--- config.mk ---
export PLATFORM = sky130hd
export DESIGN_NAME = remap_idx_gen
export DESIGN_NICKNAME = d
export VERILOG_FILES = /design/src/rtl/remap_pkg.sv /design/src/rtl/remap_axis_ctr.sv /design/src/rtl/remap_index_calc.sv /design/src/rtl/remap_idx_gen.sv
export SDC_FILE = /design/constraint.sdc
export NUM_CORES = 1
export LEC_CHECK = 0
export BUFFER_PORTS_ARGS = -buffer_cell sky130_fd_sc_hd__buf_2
export CORE_MARGIN = 4
export CORE_UTILIZATION = 45
export CTS_CLUSTER_SIZE = 30
export DETAILED_ROUTE_END_ITERATION = 8
export PLACE_DENSITY = 0.59
export SLEW_MARGIN = 20
export SYNTH_ARGS = -nofsm -noshare
export SYNTH_HDL_FRONTEND = slang
export SYNTH_HIERARCHICAL = 1
export SYNTH_SLANG_ARGS = --single-unit
--- constraint.sdc ---
create_clock -name clk -period 21.1 [get_ports clk]
set_clock_uncertainty 0.1 [all_clocks]
set_input_delay 4.22 -clock clk [delete_from_list [all_inputs] [get_ports clk]]
set_output_delay 4.22 -clock clk [all_outputs]
set_load 0.005 [all_outputs]
--- src/rtl/remap_pkg.sv ---
// Shared types for the remapped index sequencer.
// Assumes the 32-bit shape word layout given in the brief (MSB first).
package remap_pkg;

    localparam int DIM_W  = 6;
    localparam int AXES   = 3;
    localparam int AXIS_W = 2;

    typedef struct packed {
        logic [DIM_W-1:0] xm;
        logic [DIM_W-1:0] ym;
        logic [DIM_W-1:0] zm;
        logic [2:0]       perm;
        logic [2:0]       inv;    // [2] x, [1] y, [0] z
        logic [3:0]       off;
        logic [1:0]       skip;
        logic [1:0]       mode;
    } shape_t;

    typedef struct packed {
        logic              ok;
        logic [AXIS_W-1:0] a2;   // outermost
        logic [AXIS_W-1:0] a1;
        logic [AXIS_W-1:0] a0;   // innermost
    } axis_order_t;

    // Map a permute code to innermost-first axis numbers (0 x, 1 y, 2 z).
    function automatic axis_order_t order_of(input logic [2:0] perm);
        axis_order_t o;
        o = '{ok: 1'b1, a2: 2'd2, a1: 2'd1, a0: 2'd0};
        case (perm)
            3'd0: o = '{ok: 1'b1, a2: 2'd2, a1: 2'd1, a0: 2'd0};
            3'd1: o = '{ok: 1'b1, a2: 2'd1, a1: 2'd2, a0: 2'd0};
            3'd2: o = '{ok: 1'b1, a2: 2'd2, a1: 2'd0, a0: 2'd1};
            3'd3: o = '{ok: 1'b1, a2: 2'd0, a1: 2'd2, a0: 2'd1};
            3'd4: o = '{ok: 1'b1, a2: 2'd1, a1: 2'd0, a0: 2'd2};
            3'd5: o = '{ok: 1'b1, a2: 2'd0, a1: 2'd1, a0: 2'd2};
            default: o.ok = 1'b0;
        endcase
        return o;
    endfunction

endpackage

--- src/rtl/remap_axis_ctr.sv ---
// One loop axis: holds its size and direction, counts up or down and
// wraps back to its start position. Assumes adv is only raised while a run
// is active; load takes priority over adv.
module remap_axis_ctr #(
    parameter int W = 6
) (
    input  logic         clk,
    input  logic         rst_n,
    input  logic         load,
    input  logic [W-1:0] ld_size,
    input  logic         ld_inv,
    input  logic         adv,
    output logic [W-1:0] cnt,
    output logic         at_term
);

    logic [W-1:0] size_q;
    logic         inv_q;

    // Terminal position depends on the counting direction.
    always_comb begin
        at_term = inv_q ? (cnt == '0) : (cnt == size_q);
    end

    // Load start position, or step / wrap the position.
    always_ff @(posedge clk) begin
        if (!rst_n) begin
            size_q <= '0;
            inv_q  <= 1'b0;
            cnt    <= '0;
        end else if (load) begin
            size_q <= ld_size;
            inv_q  <= ld_inv;
            cnt    <= ld_inv ? ld_size : '0;
        end else if (adv) begin
            if (at_term)
                cnt <= inv_q ? size_q : '0;
            else if (inv_q)
                cnt <= cnt - 1'b1;
            else
                cnt <= cnt + 1'b1;
        end
    end

endmodule

--- src/rtl/remap_index_calc.sv ---
// Flattens the three axis positions into one index, dropping the skipped
// axis term and adding the offset. Purely combinational; assumes the
// result fits in IDX_W bits (guaranteed by the default width).
module remap_index_calc #(
    parameter int W     = 6,
    parameter int IDX_W = 3*W + 1
) (
    input  logic [W-1:0]     pos_x,
    input  logic [W-1:0]     pos_y,
    input  logic [W-1:0]     pos_z,
    input  logic [W-1:0]     xm,
    input  logic [W-1:0]     ym,
    input  logic [1:0]       skip,
    input  logic [3:0]       off,
    output logic [IDX_W-1:0] idx
);

    logic [IDX_W-1:0] xs, ys, tx, ty, tz;

    // Weighted sum of the axis terms.
    always_comb begin
        xs  = IDX_W'(xm) + IDX_W'(1);
        ys  = IDX_W'(ym) + IDX_W'(1);
        tx  = (skip == 2'd1) ? '0 : IDX_W'(pos_x);
        ty  = (skip == 2'd2) ? '0 : IDX_W'(pos_y) * xs;
        tz  = (skip == 2'd3) ? '0 : IDX_W'(pos_z) * xs * ys;
        idx = tx + ty + tz + IDX_W'(off);
    end

endmodule

--- src/rtl/remap_idx_gen.sv ---
// Top of the remapped index sequencer. Samples a shape word on start,
// runs three nested axis counters in the selected order and offers one
// flat index per step. Assumes step is ignored while no index is offered.
module remap_idx_gen
    import remap_pkg::*;
#(
    parameter int VL_W  = 7,
    parameter int IDX_W = 3*remap_pkg::DIM_W + 1
) (
    input  logic             clk,
    input  logic             rst_n,
    input  logic             start,
    input  logic             step,
    input  logic [31:0]      shape_cfg,
    input  logic [VL_W-1:0]  vec_len,
    output logic [IDX_W-1:0] idx_out,
    output logic             idx_valid,
    output logic             idx_last,
    output logic             unsupported
);

    shape_t      cfg_in;
    axis_order_t ord_in, ord_q;
    logic        accept;

    logic             active, unsup_q;
    logic [VL_W-1:0]  cnt_q, vl_q;
    logic [DIM_W-1:0] xm_q, ym_q;
    logic [3:0]       off_q;
    logic [1:0]       skip_q;

    logic [DIM_W-1:0] ld_size [AXES];
    logic [DIM_W-1:0] pos     [AXES];
    logic [AXES-1:0]  term, adv, ld_inv;
    logic             go, all_term, vl_hit;

    // Decode the incoming shape word.
    always_comb begin
        cfg_in     = shape_t'(shape_cfg);
        ord_in     = order_of(cfg_in.perm);
        accept     = ord_in.ok && (cfg_in.mode == 2'b00);
        ld_size[0] = cfg_in.xm;
        ld_size[1] = cfg_in.ym;
        ld_size[2] = cfg_in.zm;
        ld_inv     = {cfg_in.inv[0], cfg_in.inv[1], cfg_in.inv[2]};
    end

    // End-of-run detection and step qualification.
    always_comb begin
        all_term = &term;
        vl_hit   = (cnt_q == vl_q - VL_W'(1));
        idx_last = active && (all_term || vl_hit);
        go       = active && step && !start;
    end

    // Carry chain through the selected loop order.
    always_comb begin
        adv = '0;
        if (go) begin
            adv[ord_q.a0] = 1'b1;
            if (term[ord_q.a0])
                adv[ord_q.a1] = 1'b1;
            if (term[ord_q.a0] && term[ord_q.a1])
                adv[ord_q.a2] = 1'b1;
        end
    end

    generate
        for (genvar g = 0; g < AXES; g++) begin : g_axis
            remap_axis_ctr #(.W(DIM_W)) axis_i (
                .clk     (clk),
                .rst_n   (rst_n),
                .load    (start),
                .ld_size (ld_size[g]),
                .ld_inv  (ld_inv[g]),
                .adv     (adv[g]),
                .cnt     (pos[g]),
                .at_term (term[g])
            );
        end
    endgenerate

    remap_index_calc #(.W(DIM_W), .IDX_W(IDX_W)) calc_i (
        .pos_x (pos[0]),
        .pos_y (pos[1]),
        .pos_z (pos[2]),
        .xm    (xm_q),
        .ym    (ym_q),
        .skip  (skip_q),
        .off   (off_q),
        .idx   (idx_out)
    );

    // Run control: load on start, count taken indices, stop at the end.
    always_ff @(posedge clk) begin
        if (!rst_n) begin
            active  <= 1'b0;
            unsup_q <= 1'b0;
            cnt_q   <= '0;
            vl_q    <= '0;
            xm_q    <= '0;
            ym_q    <= '0;
            off_q   <= '0;
            skip_q  <= '0;
            ord_q   <= '0;
        end else if (start) begin
            active  <= accept && (vec_len != '0);
            unsup_q <= !accept;
            cnt_q   <= '0;
            vl_q    <= vec_len;
            xm_q    <= cfg_in.xm;
            ym_q    <= cfg_in.ym;
            off_q   <= cfg_in.off;
            skip_q  <= cfg_in.skip;
            ord_q   <= ord_in;
        end else if (go) begin
            if (idx_last)
                active <= 1'b0;
            else
                cnt_q <= cnt_q + VL_W'(1);
        end
    end

    assign idx_valid   = active;
    assign unsupported = unsup_q;

endmodule

Word level (Yosys, flattened, before mapping)
Cells that the tools add are included. W data, S select, Z words.

Register bits after elaboration: 67. RAM bits: 0. Bits of input ports: 43. Latch bits: 0. Memory bits (read-only): 0. Output and inout port bits: 22. Memories: 0. Logic and storage cells: 127.

Add/subtract/negate cells: 13. Equality and inequality tests: 12. Magnitude comparators: 6. Multipliers: 3. Mux-type cells: 43. Bitwise gates (word level): 4. Reductions and logical operators: 28. Shift-type cells: 0. Divide/modulo/power cells: 0.

Operators by type and width (number): $mux W6 (19); $add A19 B19 Y19 (2); $mul A6 B19 Y19 (2); $mux W19 (2); $pmux W6 S5 (1); $add A19 B4 Y19 (1); $mul A19 B19 Y19 (1); $add A6 B1 Y6 const B (3); $eq A6 B6 Y1 (3); $logic_not A6 Y1 (3); $sub A6 B1 Y6 const B (3); $add A6 B1 Y7 const B (2); $mux W1 (12); $mux W3 (4); $reduce_bool A2 Y1 (5); $logic_and A1 B1 Y1 (9); $lt A2 B3 Y1 const B (3); $add A7 B1 Y7 const B (1); $eq A7 B7 Y1 (1); $reduce_bool A7 Y1 (1); $sub A7 B1 Y7 const B (1); $demux W1 S2 (3); $eq A3 B2 Y1 const B (2); $eq A3 B3 Y1 const B (2); 15 further kinds (23).

Depth between registers and ports, before layout
Depth after elaboration: 12. Gate-level depth with buffers: 43. Gate-level depth less buffers: 42.

Modules after synthesis
The synthesis kept the hierarchy.

Modules (own cells, without submodules): remap_index_calc (area an instance 6917.9 µm², cells an instance 846, sequential area each 0.0 µm², times used 1); remap_axis_ctr (area an instance 863.3 µm², cells an instance 95, sequential area each 260.2 µm², times used 3); remap_idx_gen (area an instance 2028.2 µm², cells an instance 220, sequential area each 800.8 µm², times used 1).

Worst setup path after synthesis
No wires, ideal clock.

Kind: register -> output. Start: register xm_q[0]. End: output port idx_out[18]. Setup slack: 7.538 ns. Data required time: 16.780 ns. Stages on the path, launching flop included: 39. Arrival time: 9.242 ns. Buffers on the path: 1. Cell sequence: dfxtp_1 ha_1 nand3_1 xnor2_1 clkbuf_1 nand2_1 fa_1 fa_1 fa_1 inv_1 ha_1 nor2b_1 o21a_1 a31o_2 nor2_1 xor2_1 nor2_1 fa_1 (+3 left out) fa_1 inv_1 ha_1 and3_1 a311oi_1 o21ai_0 xnor2_1 nor2_1 ha_1 ha_1 ha_1 and4_1 nand2_1 nand2_1 a31oi_1 a21oi_1 nand3_1 xor2_1.

Longest elaborated chain between the ends: 6. Elaborated cells between the ends (all ways): 9. Classes of those cells: 4 x add/sub; 3 x mul; 2 x mux.

Ends and longest elaborated chain: start, declared (RTL line remap_idx_gen.sv:28) `logic [DIM_W-1:0] xm_q, ym_q;`; start signal, assigned (RTL line remap_idx_gen.sv:111) `xm_q <= cfg_in.xm;`; $add A6 B1 Y7 * (RTL line remap_index_calc.sv:22) `xs = IDX_W'(xm) + IDX_W'(1);`; $mul A6 B19 Y19 (on tied branches) (RTL line remap_index_calc.sv:26, remap_index_calc.sv:25); $mul A19 B19 Y19 / $mux W19 (equally long branches) (RTL line remap_index_calc.sv:26, remap_index_calc.sv:25); $mux W19 / $add A19 B19 Y19 (equally long branches) (RTL line remap_index_calc.sv:26, remap_index_calc.sv:27); $add A19 B19 Y19 * (RTL line remap_index_calc.sv:27) `idx = tx + ty + tz + IDX_W'(off);`; $add A19 B4 Y19 * (RTL line remap_index_calc.sv:27); end, declared (RTL line remap_idx_gen.sv:16) `output logic [IDX_W-1:0] idx_out,`.

Mark *: on every way between the ends. The rest lies on a longest branch, timed or not.

Worst setup path after layout
Ends and elaborated chain as after synthesis.

==> key figures <==
Routing
  • Antenna-violating nets left: 0
  • Initial DRT Pass Iterations: 5
  • Via-to-Cell Ratio: ~5.3
  • Vias: roughly 9.1k
  • Count of routing violations after the opening detailed-route iteration: around 310
  • Post-route DRC: 0
  • Wire length after detailed routing: ~26,000 microns
  • Mean routed wirelength per cell: approximately 15 microns

Worst hold path
  • Number of cells on the worst hold path: 2
  • Worst Hold Launch: cnt_q[6]
  • Path category of the worst min-delay check: flip-flop to flip-flop
  • End point of the most critical hold path: cnt_q[6]

Layout
  • Filler instances: 2,495
  • Highest-count cells in the layout ignoring fill and taps: sky130_fd_sc_hd__inv_1, sky130_fd_sc_hd__ha_1, sky130_fd_sc_hd__nand2_1
  • Most frequent standard cell in the layout excluding fill and tap cells: sky130_fd_sc_hd__inv_1
  • Fraction of layout instances using a drive strength above 1: around 9%
  • Post-layout instance count excluding filler cells: 1,734
  • Synth-to-layout area growth: 8.26%
  • Design area: 12,500 sq um
  • Post-layout net count: 1,686
  • Diode count: 0
  • Fin util: 49.6%

Critical path
  • Crit path max-delay cell type: sky130_fd_sc_hd__xnor2_1
  • Endpoint of the worst register-to-register path: g_axis[1].axis_i/cnt[5]
  • Register-to-register setup slack: 17.38 ns
  • Crit Reg-Reg Startpoint: g_axis[0].axis_i/inv_q
  • Start point of the critical path: xm_q[0]
  • Element type at the critical path end: output port
  • Start-to-end type of the worst setup path: flip-flop to output port
  • Most repeated library cell on the critical path: sky130_fd_sc_hd__fa_1
  • CP max FO: 17
  • Arrival time of the worst setup path: 10.99 ns
  • Reg2reg path depth: 12
  • Critical path startpoint category: flip-flop
  • Data required time of the worst path: around 17 ns
  • Worst path max stage delay: 0.78 ns

Logic synthesis
  • Syn avg cell area: 8.54 sq um
  • Adder-cell share of the synthesized area: between 30 and 40%
  • Post-synth ARST share: 0%
  • Synth Warn #: 6
  • Sequential area share after synthesis: 13.7%
  • Synth Flop Type: sky130_fd_sc_hd__dfxtp_1
  • Number of enable flip-flop cells after synthesis: 0
  • Combined area of all synthesized cells: around 12,000 sq um
  • Share of cell area taken by muxes after synthesis: under 10%
  • Number of synthesized register bits: 79
  • Distinct cell type count after synthesis: 80
  • Synthesized instance count: between 1k and 1.5k
  • Complex-gate fraction of the synthesized area: a little over an eighth
  • Synthesized net count: 1,638
  • Post-Synth XOR/XNOR Area: under 10%
  • Post-Synth Simple-Gate Area: around a fifth
  • Main combinational cell family by area after synthesis: adder cells

Die
  • Core box area: about 25,000 sq um
  • Number of placement rows: 58
  • Initial core utilization: between 40 and 50%
  • Width of the die: ~170 microns
  • Die outline area: roughly 28,000 sq um
  • Die height: approximately 170 microns
  • Ports placed on the boundary: 65

Timing
  • Hold slack: around 0.4 ns
  • Setup repair after global routing missed its margin: false
  • Peak Freq: 65.3 MHz
  • Count of pins over their slew limit: 0
  • Count of endpoints failing hold in the final timing report: 0
  • Sum of negative setup slack: 0 ns
  • Min Clock Period, post-route: roughly 15 ns
  • Period utilization: between 70% and 80%
  • Setup Viol. Count Final: 0
  • Slew headroom: between 30 and 40%
  • Slew of the pin with the lowest slew margin: 0.985 ns

GRT
  • Number of global-route vias before repair: a little over 9k
  • Maximum number of pins on one net before global-route repair: 75
  • Total grt overflow: 0
  • Number of antenna violations at the first check in global routing: 0
  • First-pass GRT wire length: 44,100 microns
  • Overall global routing resource usage: 18.5%

CTS
  • H-tree levels: 3
  • Maximum count of clock buffers along a single path: 2
  • Post-CTS setup buffers: 0
  • Cts-stage hold buffer count: 0
  • CTS Sinks: between 70 and 80
  • Number of buffers created by CTS: 9
  • Cts repair resizes: 0
  • Worst-skew pair later-pin latency: 0.34 ns
  • Clock Root Buffer: sky130_fd_sc_hd__clkbuf_16
  • Clock tree from TritonCTS: yes
  • Clock-pin transition on the worst setup and hold timing paths: ~0.070 ns

Status
  • Run status: finished clean

Power and ir drop
  • Switching power: 0.231 mW
  • Peak VDD IR: 54.6 uV
  • Gate power share: 42.9%
  • Internal Power: about 0.38 mW
  • Fraction of power consumed by sequential logic: between 20% and 30%
  • Pwr Density: ~49 nW/um^2
  • Proportion of power drawn by the clock network: about 29%
  • Share of total power consumed by net switching: 37.6%
  • Static leakage: ~6.1 nW

Run
  • Total of max-cap violations: 0

Placement
  • Number of buffers inserted by port buffering: 64
  • Area after detailed placement: 12,200 sq um
  • Gpl congestion: slightly below 0.9
  • Count of placed standard cells including taps: 1,718
  • Post-DP HPWL: ~21,000 microns
-- synth_stat cells, types with 14 or more instances --
master                       n  area [sq um]
sky130_fd_sc_hd__o21ai_0    46           230
sky130_fd_sc_hd__a21oi_1    60           300
sky130_fd_sc_hd__fa_1      113          2260
sky130_fd_sc_hd__nor3_1     15          75.1
sky130_fd_sc_hd__clkbuf_1   23          86.3
sky130_fd_sc_hd__nor2_1     87           327
sky130_fd_sc_hd__xnor2_1    45           394
sky130_fd_sc_hd__a21o_1     17           128
sky130_fd_sc_hd__mux2i_1    44           440
sky130_fd_sc_hd__nand2_1   124           465
sky130_fd_sc_hd__xor2_1     48           420
sky130_fd_sc_hd__ha_1      131          1640
sky130_fd_sc_hd__nor2b_1    75           469
sky130_fd_sc_hd__and2_1     45           282
sky130_fd_sc_hd__nand2b_1   30           188
sky130_fd_sc_hd__nand3_1    20           100
sky130_fd_sc_hd__inv_1     166           623
sky130_fd_sc_hd__o21a_1     14           105
sky130_fd_sc_hd__dfxtp_1    79          1580
-- routing by layer --
metal	up-vias	global-route usage, %	part of all wire, %
li1	4608	-	-
met1	4368	25.6	50
met2	142	30.7	45
met3	23	2.89	3.8
met4	0	4.06	1.3
met5	-	0	0
-- per-stage QoR --
stage          total power [mW]  setup slack, ns
6_report                  0.614             5.79
5_1_grt                   0.665             4.91
4_1_cts                   0.623             5.70
3_5_place_dp              0.443             6.08
3_3_place_gp              0.441             6.33
2_1_floorplan             0.367             7.54
-- critical path, delay by kind of cell (launching register included) --
family | cells | cell delay (ns)
xor gates and xnor gates | 4 | 1.43
AOI/OAI and AO/OA | 6 | 1.43
adders and majority gates | 13 | 5.44
and+or+nand+nor | 11 | 1.45
DFF | 1 | 0.68
buffers and inverters | 4 | 0.25
-- power by group through the flow --
stage / logic [mW] / clock network, mW / registers (mW)
after global routing: 0.302 / 0.186 / 0.177
after detailed placement: 0.265 / 0 / 0.178
after global placement: 0.263 / 0 / 0.178
after floorplan: 0.195 / 0 / 0.172
final: 0.263 / 0.176 / 0.175
after CTS: 0.267 / 0.181 / 0.175
-- cell families (layout without fill, tap and decap cells) --
| group | Yosys count | count (layout) |
|---|---|---|
| simple gates | 460 | 460 |
| compound gates | 228 | 228 |
| buf+inv | 198 | 251 |
| flops | 79 | 79 |
| xor+xnor | 97 | 97 |
| mux | 45 | 45 |
| fa+ha+maj | 244 | 244 |
-- state kept, by name, summed over array words and instances (netlist names) --
register and flops:
skip_q 2, cnt_q 7, ym_q 6, g_axis.axis_i/inv_q 3, off_q 4, vl_q 7
xm_q 6, g_axis.axis_i/size_q 18, idx_valid 1, ord_q 6, unsupported 1, g_axis.axis_i/cnt 18
-- area by class of cell --
class	instances	area (sq um)	share of cell area (%)
Clock inverter	7	103	0.821
Multi-Input combinational cell	1074	9180	73.5
Tap cell	330	413	3.31
Inverter	166	623	4.99
Clock buffer	9	225	1.80
Timing Repair Buffer	69	360	2.89
Sequential cell	79	1580	12.7
-- worst max-delay path by stage --
stage | slack, ns | to | depth (start not counted)
3_5_place_dp | 6.08 | idx_out[18] | 38
2_1_floorplan | 7.54 | idx_out[18] | 38
4_1_cts | 5.70 | idx_out[18] | 38
6_report | 5.79 | idx_out[18] | 38
3_3_place_gp | 6.33 | idx_out[18] | 38
5_1_grt | 4.91 | idx_out[18] | 38
(Power assumes the default switching activity.)
